`config.mk`:
```
export PLATFORM = sky130hd
export DESIGN_NAME = xition_irq_ctrl
export DESIGN_NICKNAME = d
export VERILOG_FILES = /design/src/rtl/xition_irq_pkg.sv /design/src/rtl/xition_evt_decode.sv /design/src/rtl/xition_snap_bank.sv /design/src/rtl/xition_int_latch.sv /design/src/rtl/xition_irq_ctrl.sv
export SDC_FILE = /design/constraint.sdc
export NUM_CORES = 1
export LEC_CHECK = 0
export BUFFER_PORTS_ARGS = -buffer_cell sky130_fd_sc_hd__buf_2
export CAP_MARGIN = 20
export CORE_AREA = 2 2 39 41
export CTS_BUF_LIST = sky130_fd_sc_hd__clkbuf_2 sky130_fd_sc_hd__clkbuf_4 sky130_fd_sc_hd__clkbuf_8
export DETAILED_ROUTE_END_ITERATION = 8
export DIE_AREA = 0 0 41 43
export PLACE_DENSITY = 0.72
export SLEW_MARGIN = 40
export SYNTH_ARGS = -nofsm -noshare
export SYNTH_HDL_FRONTEND = slang
export SYNTH_SLANG_ARGS = --single-unit
```
`constraint.sdc`:
```
create_clock -name clk -period 1.53 [get_ports clk]
set_input_delay 0.153 -clock clk [delete_from_list [all_inputs] [get_ports clk]]
set_output_delay 0.153 -clock clk [all_outputs]
set_load 0.02 [all_outputs]
```
`src/rtl/xition_irq_pkg.sv`:
```
package xition_irq_pkg;

    localparam int unsigned DEF_PORTS = 4;

    // Decoded bus events delivered to the datapath for one clock
    typedef struct packed {
        logic sample;      // reload snapshot from live levels
        logic take_flags;  // capture flags for the shifter and clear them
        logic release_irq; // drive interrupt inactive
        logic stop;        // STOP condition
        logic reading;     // a read is in progress
    } bus_evt_t;

    function automatic bus_evt_t decode_evt(
        input logic addr_ack,
        input logic pair_ack,
        input logic nack,
        input logic stop_det,
        input logic rd_active
    );
        bus_evt_t e;
        e.sample      = addr_ack | pair_ack | nack;
        e.take_flags  = addr_ack | pair_ack;
        e.release_irq = addr_ack;
        e.stop        = stop_det;
        e.reading     = rd_active;
        return e;
    endfunction

endpackage

```
`src/rtl/xition_evt_decode.sv`:
```
module xition_evt_decode
    import xition_irq_pkg::*;
(
    input  logic     addr_ack,
    input  logic     pair_ack,
    input  logic     nack,
    input  logic     stop_det,
    input  logic     rd_active,
    output bus_evt_t evt
);
    always_comb begin
        evt = decode_evt(addr_ack, pair_ack, nack, stop_det, rd_active);
    end
endmodule

```
`src/rtl/xition_snap_bank.sv`:
```
module xition_snap_bank
    import xition_irq_pkg::*;
#(
    parameter int unsigned PORTS = DEF_PORTS
) (
    input  logic             clk,
    input  logic             por,
    input  logic [PORTS-1:0] port_lvl,
    input  bus_evt_t         evt,
    output logic [PORTS-1:0] diff,
    output logic [PORTS-1:0] pend,
    output logic [PORTS-1:0] flag_cap
);
    for (genvar i = 0; i < PORTS; i++) begin : g_cell
        logic snap_q;
        logic flg_q;
        logic pend_q;
        logic cap_q;
        logic d;

        assign d = port_lvl[i] ^ snap_q;

        always_ff @(posedge clk) begin
            if (por) begin
                snap_q <= port_lvl[i];
                flg_q  <= 1'b0;
                pend_q <= 1'b0;
                cap_q  <= 1'b0;
            end else if (evt.sample) begin
                snap_q <= port_lvl[i];
                pend_q <= 1'b0;
                if (evt.take_flags) begin
                    cap_q <= flg_q | d;
                    flg_q <= 1'b0;
                end else begin
                    flg_q <= flg_q | d;
                end
            end else begin
                flg_q  <= flg_q | d;
                pend_q <= pend_q | d;
            end
        end

        assign diff[i]     = d;
        assign pend[i]     = pend_q;
        assign flag_cap[i] = cap_q;
    end
endmodule

```
`src/rtl/xition_int_latch.sv`:
```
module xition_int_latch
    import xition_irq_pkg::*;
#(
    parameter int unsigned PORTS = DEF_PORTS
) (
    input  logic             clk,
    input  logic             por,
    input  bus_evt_t         evt,
    input  logic [PORTS-1:0] diff,
    input  logic [PORTS-1:0] pend,
    output logic             int_n
);
    logic int_q;
    logic por_d;

    always_ff @(posedge clk) begin
        if (por) begin
            int_q <= 1'b1;
        end else if (evt.release_irq) begin
            int_q <= 1'b1;
        end else if (evt.stop && ((|pend) || (|diff))) begin
            int_q <= 1'b0;
        end else if (!evt.reading && (|diff)) begin
            int_q <= 1'b0;
        end
    end

    always_ff @(posedge clk) begin
        por_d <= por;
    end

    assign int_n = int_q;


    always_ff @(posedge clk) begin
        if (por_d) begin
            rst_release_chk: assert (int_q == 1'b1);
        end
    end


    addr_ack_release_chk: assert property (@(posedge clk) disable iff (por)
        evt.release_irq |=> int_q);


    read_hold_chk: assert property (@(posedge clk) disable iff (por)
        (evt.reading && !evt.stop && int_q) |=> int_q);


    latched_low_chk: assert property (@(posedge clk) disable iff (por)
        (!int_q && !evt.release_irq) |=> !int_q);
endmodule

```
`src/rtl/xition_irq_ctrl.sv`:
```
module xition_irq_ctrl
    import xition_irq_pkg::*;
#(
    parameter int unsigned PORTS = DEF_PORTS
) (
    input  logic             clk,
    input  logic             por,
    input  logic [PORTS-1:0] port_lvl,
    input  logic             grp_a_addr_ack,
    input  logic             pair_ack,
    input  logic             addr_nack,
    input  logic             rd_active,
    input  logic             stop_det,
    output logic [PORTS-1:0] flag_byte,
    output logic             int_n
);
    bus_evt_t         evt;
    logic [PORTS-1:0] diff;
    logic [PORTS-1:0] pend;

    xition_evt_decode u_dec (
        .addr_ack  (grp_a_addr_ack),
        .pair_ack  (pair_ack),
        .nack      (addr_nack),
        .stop_det  (stop_det),
        .rd_active (rd_active),
        .evt       (evt)
    );

    xition_snap_bank #(.PORTS(PORTS)) u_snap (
        .clk      (clk),
        .por      (por),
        .port_lvl (port_lvl),
        .evt      (evt),
        .diff     (diff),
        .pend     (pend),
        .flag_cap (flag_byte)
    );

    xition_int_latch #(.PORTS(PORTS)) u_int (
        .clk   (clk),
        .por   (por),
        .evt   (evt),
        .diff  (diff),
        .pend  (pend),
        .int_n (int_n)
    );


    idle_change_chk: assert property (@(posedge clk) disable iff (por)
        (!rd_active && !grp_a_addr_ack && !pair_ack && !addr_nack && !stop_det
         && (diff != '0)) |=> !int_n);


    stop_pending_chk: assert property (@(posedge clk) disable iff (por)
        (stop_det && !grp_a_addr_ack && (pend != '0)) |=> !int_n);


    flag_hold_chk: assert property (@(posedge clk) disable iff (por)
        (!grp_a_addr_ack && !pair_ack) |=> $stable(flag_byte));
endmodule

```
### Word-level counts from Yosys, hierarchy flattened

Index checks and enable logic that the tools add are counted.
Widths: inputs -> output; s select.

* bits of input ports: 11
* RAM bits: 0
* memory bits (read-only): 0
* output and inout port bits: 5
* flip-flop bits (word level): 17
* word-level logic and storage cells: 60
* latch bits: 0
* memories: 0

* add/subtract/negate cells: 0
* multiplexer cells: 18
* bitwise gates (word level): 14
* $lt $le $gt $ge: 0
* divide/modulo/power cells: 0
* multipliers: 0
* eq/ne operators: 0
* shift-type cells: 0
* reduce and logical (&&, ||, !) cells: 11

Operators by type and width (count)
* $mux 1: 18
* $or 1x1->1: 10
* $reduce_or 4->1: 2
* $reduce_bool 2->1: 2
* $reduce_or 2->1: 2
* $xor 1x1->1: 4
* $logic_and 1x1->1: 2
* $reduce_and 2->1: 1
* $logic_not 1->1: 1
* $logic_or 1x1->1: 1

### Logic depth before layout (Yosys ltp)

* depth after elaboration: 5
* gate-level depth with buffers: 4
* depth with buffers taken out: 3

### Modules after synthesis

Synthesis repeated with hierarchy kept, for this count alone.

* cells, all modules: 73
* area total of the unflattened synthesis: 744.5 um^2

Modules (own cells, without submodules)
* xition_snap_bank: seq. area each 360.3 um^2, area each 645.6 um^2, instances 1, cells an instance 60
* xition_int_latch: seq. area each 20.0 um^2, area each 63.8 um^2, instances 1, cells an instance 8
* xition_evt_decode: seq. area each 0.0 um^2, area each 35.0 um^2, instances 1, cells an instance 5

### Worst setup path after synthesis

OpenSTA, ideal clock, no wires.

* path kind: register to register
* from: reg u_snap.g_cell[0].snap_q
* to: reg u_int.int_q, in the netlist u_int.int_n
* library setup time: 0.122 ns
* buffers on the path: 0
* clock period less this slack: 1.135 ns
* cell stages (with the launch flop): 4
* slack: 0.395 ns
* arrival time: 1.013 ns
* data required time: 1.408 ns
* cells stage by stage: edfxtp_1 xor2_1 o41ai_1 a311o_1

* word-level cells in the longest chain between the ends: 5
* elaborated cells on any way between the ends: 7
* those cells by class: 1 x mux; 1 x bitwise; 5 x reduce/logical

RTL lines
* start, declared: line xition_snap_bank.sv:15 `logic snap_q;`
* start signal, assigned: line xition_snap_bank.sv:25 `snap_q <= port_lvl[i];`
* start signal, assigned: line xition_snap_bank.sv:30 `snap_q <= port_lvl[i];`
* $xor 1x1->1 *: line xition_snap_bank.sv:21 `assign d = port_lvl[i] ^ snap_q;`
* $reduce_or 4->1 *: line xition_int_latch.sv:21, xition_int_latch.sv:23
* $logic_or 1x1->1: line xition_int_latch.sv:21 `end else if (evt.stop && ((|pend) || (|diff))) begin`
* $logic_and 1x1->1: line xition_int_latch.sv:21
* $mux 1 or $reduce_bool 2->1 (tied branches)
* end signal, assigned: line xition_int_latch.sv:20 `int_q <= 1'b1;`
* end signal, assigned: line xition_int_latch.sv:22 `int_q <= 1'b0;`
* end signal, assigned: line xition_int_latch.sv:24 `int_q <= 1'b0;`
* end, declared: line xition_int_latch.sv:13 `logic int_q;`

Every way passes the cells marked *; elsewhere a longest branch is shown, timed or not.
A chain may end at the register's enable or synchronous reset.

### Final worst setup path

Same ends and word-level chain as after synthesis.

==> flow_metrics.env <==
export IMPL_root_buffer="clkbuf_4"
export IMPL_synth_seq_cells=17
export IMPL_wl_per_cell_um=10.0
export IMPL_slew_headroom_pct=80.5
export IMPL_grt_overflow_total=0
export IMPL_drtIter0Drc=1
export IMPL_grt_pass1_vias=334
export IMPL_viasPerCell=4.81
export IMPL_skew_ns=0.00145
export IMPL_die_w_um=41
export IMPL_synth_yosys_seq_area_share_pct=61.2
export IMPL_required_ns=1.71
export IMPL_avgSynthCellArea_sq_um=11.5
export IMPL_power_frac_seq_pct=58.8
export IMPL_cts_tree="built"
export IMPL_rsz0062_at_grt="false"
export IMPL_crit_arrival_ns=1.43
export IMPL_synthCells=54
export IMPL_grt_pass1_wl_um=1350
export IMPL_timing_final_hold_violations=0
export IMPL_drtAntennaViolNets=0
export IMPL_end_kind="register"
export IMPL_critPathLaunchType="register"
export IMPL_grt_total_usage_pct=11.9
export IMPL_synth_warning_count=0
export IMPL_powerDensity_nw_per_um2=1170
export IMPL_core_region_area_sq_um=1380
export IMPL_vias=409
export IMPL_worst_pin_slew_ns=0.289
export IMPL_num_fill_cells=142
export IMPL_dieArea_sq_um=1760
export IMPL_wl_um=853
export IMPL_place_hpwl_um=710
export IMPL_final_common_cell="buf_2"
export IMPL_timing_final_crit_period_ns=1.25
export IMPL_maxSlewViolCount=0
export IMPL_layout_common_cells="buf_2 (15), dfxtp_1 (13), nor2_1 (12)"
export IMPL_antenna_found_initial=0
export IMPL_start_util_pct=44.9
export IMPL_p_leak_nw=0.306
export IMPL_row_count=14
export IMPL_cp_max_fo=3
export IMPL_combPwrFrac_pct=12.3
export IMPL_io_pins=16
export IMPL_finalSetupTns_ns=0
export IMPL_clk_pin_slew_ns=0.08
export IMPL_cap_violations=0
export IMPL_synth_area_sq_um=622
export IMPL_num_nets_final=81
export IMPL_drc=0
export IMPL_clock_fmax_mhz=801
export IMPL_pwr_share_clk_pct=28.9
export IMPL_place_gp_congestion=0.731
export IMPL_area_sequential_sq_um=380
export IMPL_min_period_over_period_pct=81.6
export IMPL_htree_levels=1
export IMPL_ir_drop_mv=0.693
export IMPL_post_cts_setup_buffers=0
export IMPL_cts_made_buffers=3
export IMPL_power_w=0.000845
export IMPL_setup_viol=0
export IMPL_area_growth_pct=15.7
export IMPL_cts_resized=0
export IMPL_syn_nets=65
export IMPL_clk_path_buf_depth=2
export IMPL_insertion_delay_ns=0.28
export IMPL_intPower_w=0.000649
export IMPL_grt_max_degree=10
export IMPL_multiInputGateArea_sq_um=203
export IMPL_p_switching_w=0.000196
export IMPL_fin_cells=85
export IMPL_outcome="finished, final reports clean"
export IMPL_min_path_type="input port to register"
export IMPL_fp_dieH_um=43
export IMPL_cts_hold_fix_buffers=0
export IMPL_swShare_pct=23.2
export IMPL_drive_gt1_share_pct=33.3
export IMPL_cts_sinks=17
export IMPL_firstDrtPassIters=2
export IMPL_dp_cells=81
export IMPL_port_buffers=15
export IMPL_critPathKind="register to register"
export IMPL_ys_types=15
export IMPL_antenna_cells=0
-- final timing paths --
kind                           start                 endpoint  slack (ns)  cells past startpoint
min                      port_lvl[1]  u_snap.g_cell[1].snap_q        0.07                      1
min reg2reg   u_snap.g_cell[1].flg_q   u_snap.g_cell[1].flg_q        0.46                      2
max          u_snap.g_cell[0].snap_q              u_int.int_n        0.28                      3
max reg2reg  u_snap.g_cell[0].snap_q              u_int.int_n        0.28                      3
-- logic make-up after synthesis --
| kind of cell | count (synthesis) | share of synthesized area, % |
|---|---|---|
| flip-flops | 17 | 61.2 |
| AND/OR/NAND/NOR | 16 | 12.9 |
| AO/OA/AOI/OAI | 11 | 14.1 |
| buffers and inverters | 6 | 6.24 |
| XOR/XNOR | 4 | 5.63 |
-- state kept, by name, indices dropped and copies added (netlist names) --
signal,cells
u_int.int_n,1
u_snap.g_cell.cap_q,4
u_snap.g_cell.flg_q,4
u_snap.g_cell.pend_q,4
u_snap.g_cell.snap_q,4
-- cell type report --
cell class	count	share of cell area, %
multi-input combinational	31	28.2
inverter	1	0.522
tap	16	2.78
clock buffer	4	4.17
timing repair buffer	16	11.5
sequential	17	52.9
-- critical path, cell delays in order, from the launching register on --
cell,delay (ns)
edfxtp_1,0.39
xor2_1,0.27
o41ai_1,0.13
a311o_1,0.35
-- cell usage after synthesis, drive strengths merged --
| library cell | count | area [sq um] |
|---|---|---|
| edfxtp | 4 | 120 |
| or3 | 1 | 11.3 |
| o41ai | 2 | 17.5 |
| a311o | 1 | 10.0 |
| nor2 | 13 | 56.3 |
| inv | 1 | 3.75 |
| buf | 5 | 35.0 |
| or2 | 1 | 6.26 |
| xor2 | 4 | 35.0 |
| a211oi | 4 | 30.0 |
| o21a | 4 | 30.0 |
| nand2b | 1 | 6.26 |
| dfxtp | 13 | 260 |
-- power by group through the flow --
stage          logic [W]  registers, W  clock network [W]
2_1_floorplan  0.0000759      0.000508                  0
3_3_place_gp    0.000105      0.000507                  0
3_5_place_dp    0.000106      0.000508                  0
4_1_cts         0.000106      0.000497           0.000254
5_1_grt         0.000117      0.000501           0.000277
6_report        0.000104      0.000497           0.000244
-- per-stage QoR --
stage               hold WS, ns  setup WS (ns)  area [sq um]  util, %
finish                   0.0671          0.281           719     52.0
CTS                      0.0568          0.261           719     52.0
global placement          0.357          0.273           689     49.8
global route             0.0441          0.225           719     52.0
floorplan                 0.226          0.395           622        -
detailed placement        0.359          0.272           689     49.8
-- layer usage --
metal  GRT usage [%]  routed length (um)
met5               0                   0
met2            17.5                 389
met4            4.00                  10
met1            13.5                 392
met3            7.85                  60
(Power assumes the default switching activity.)
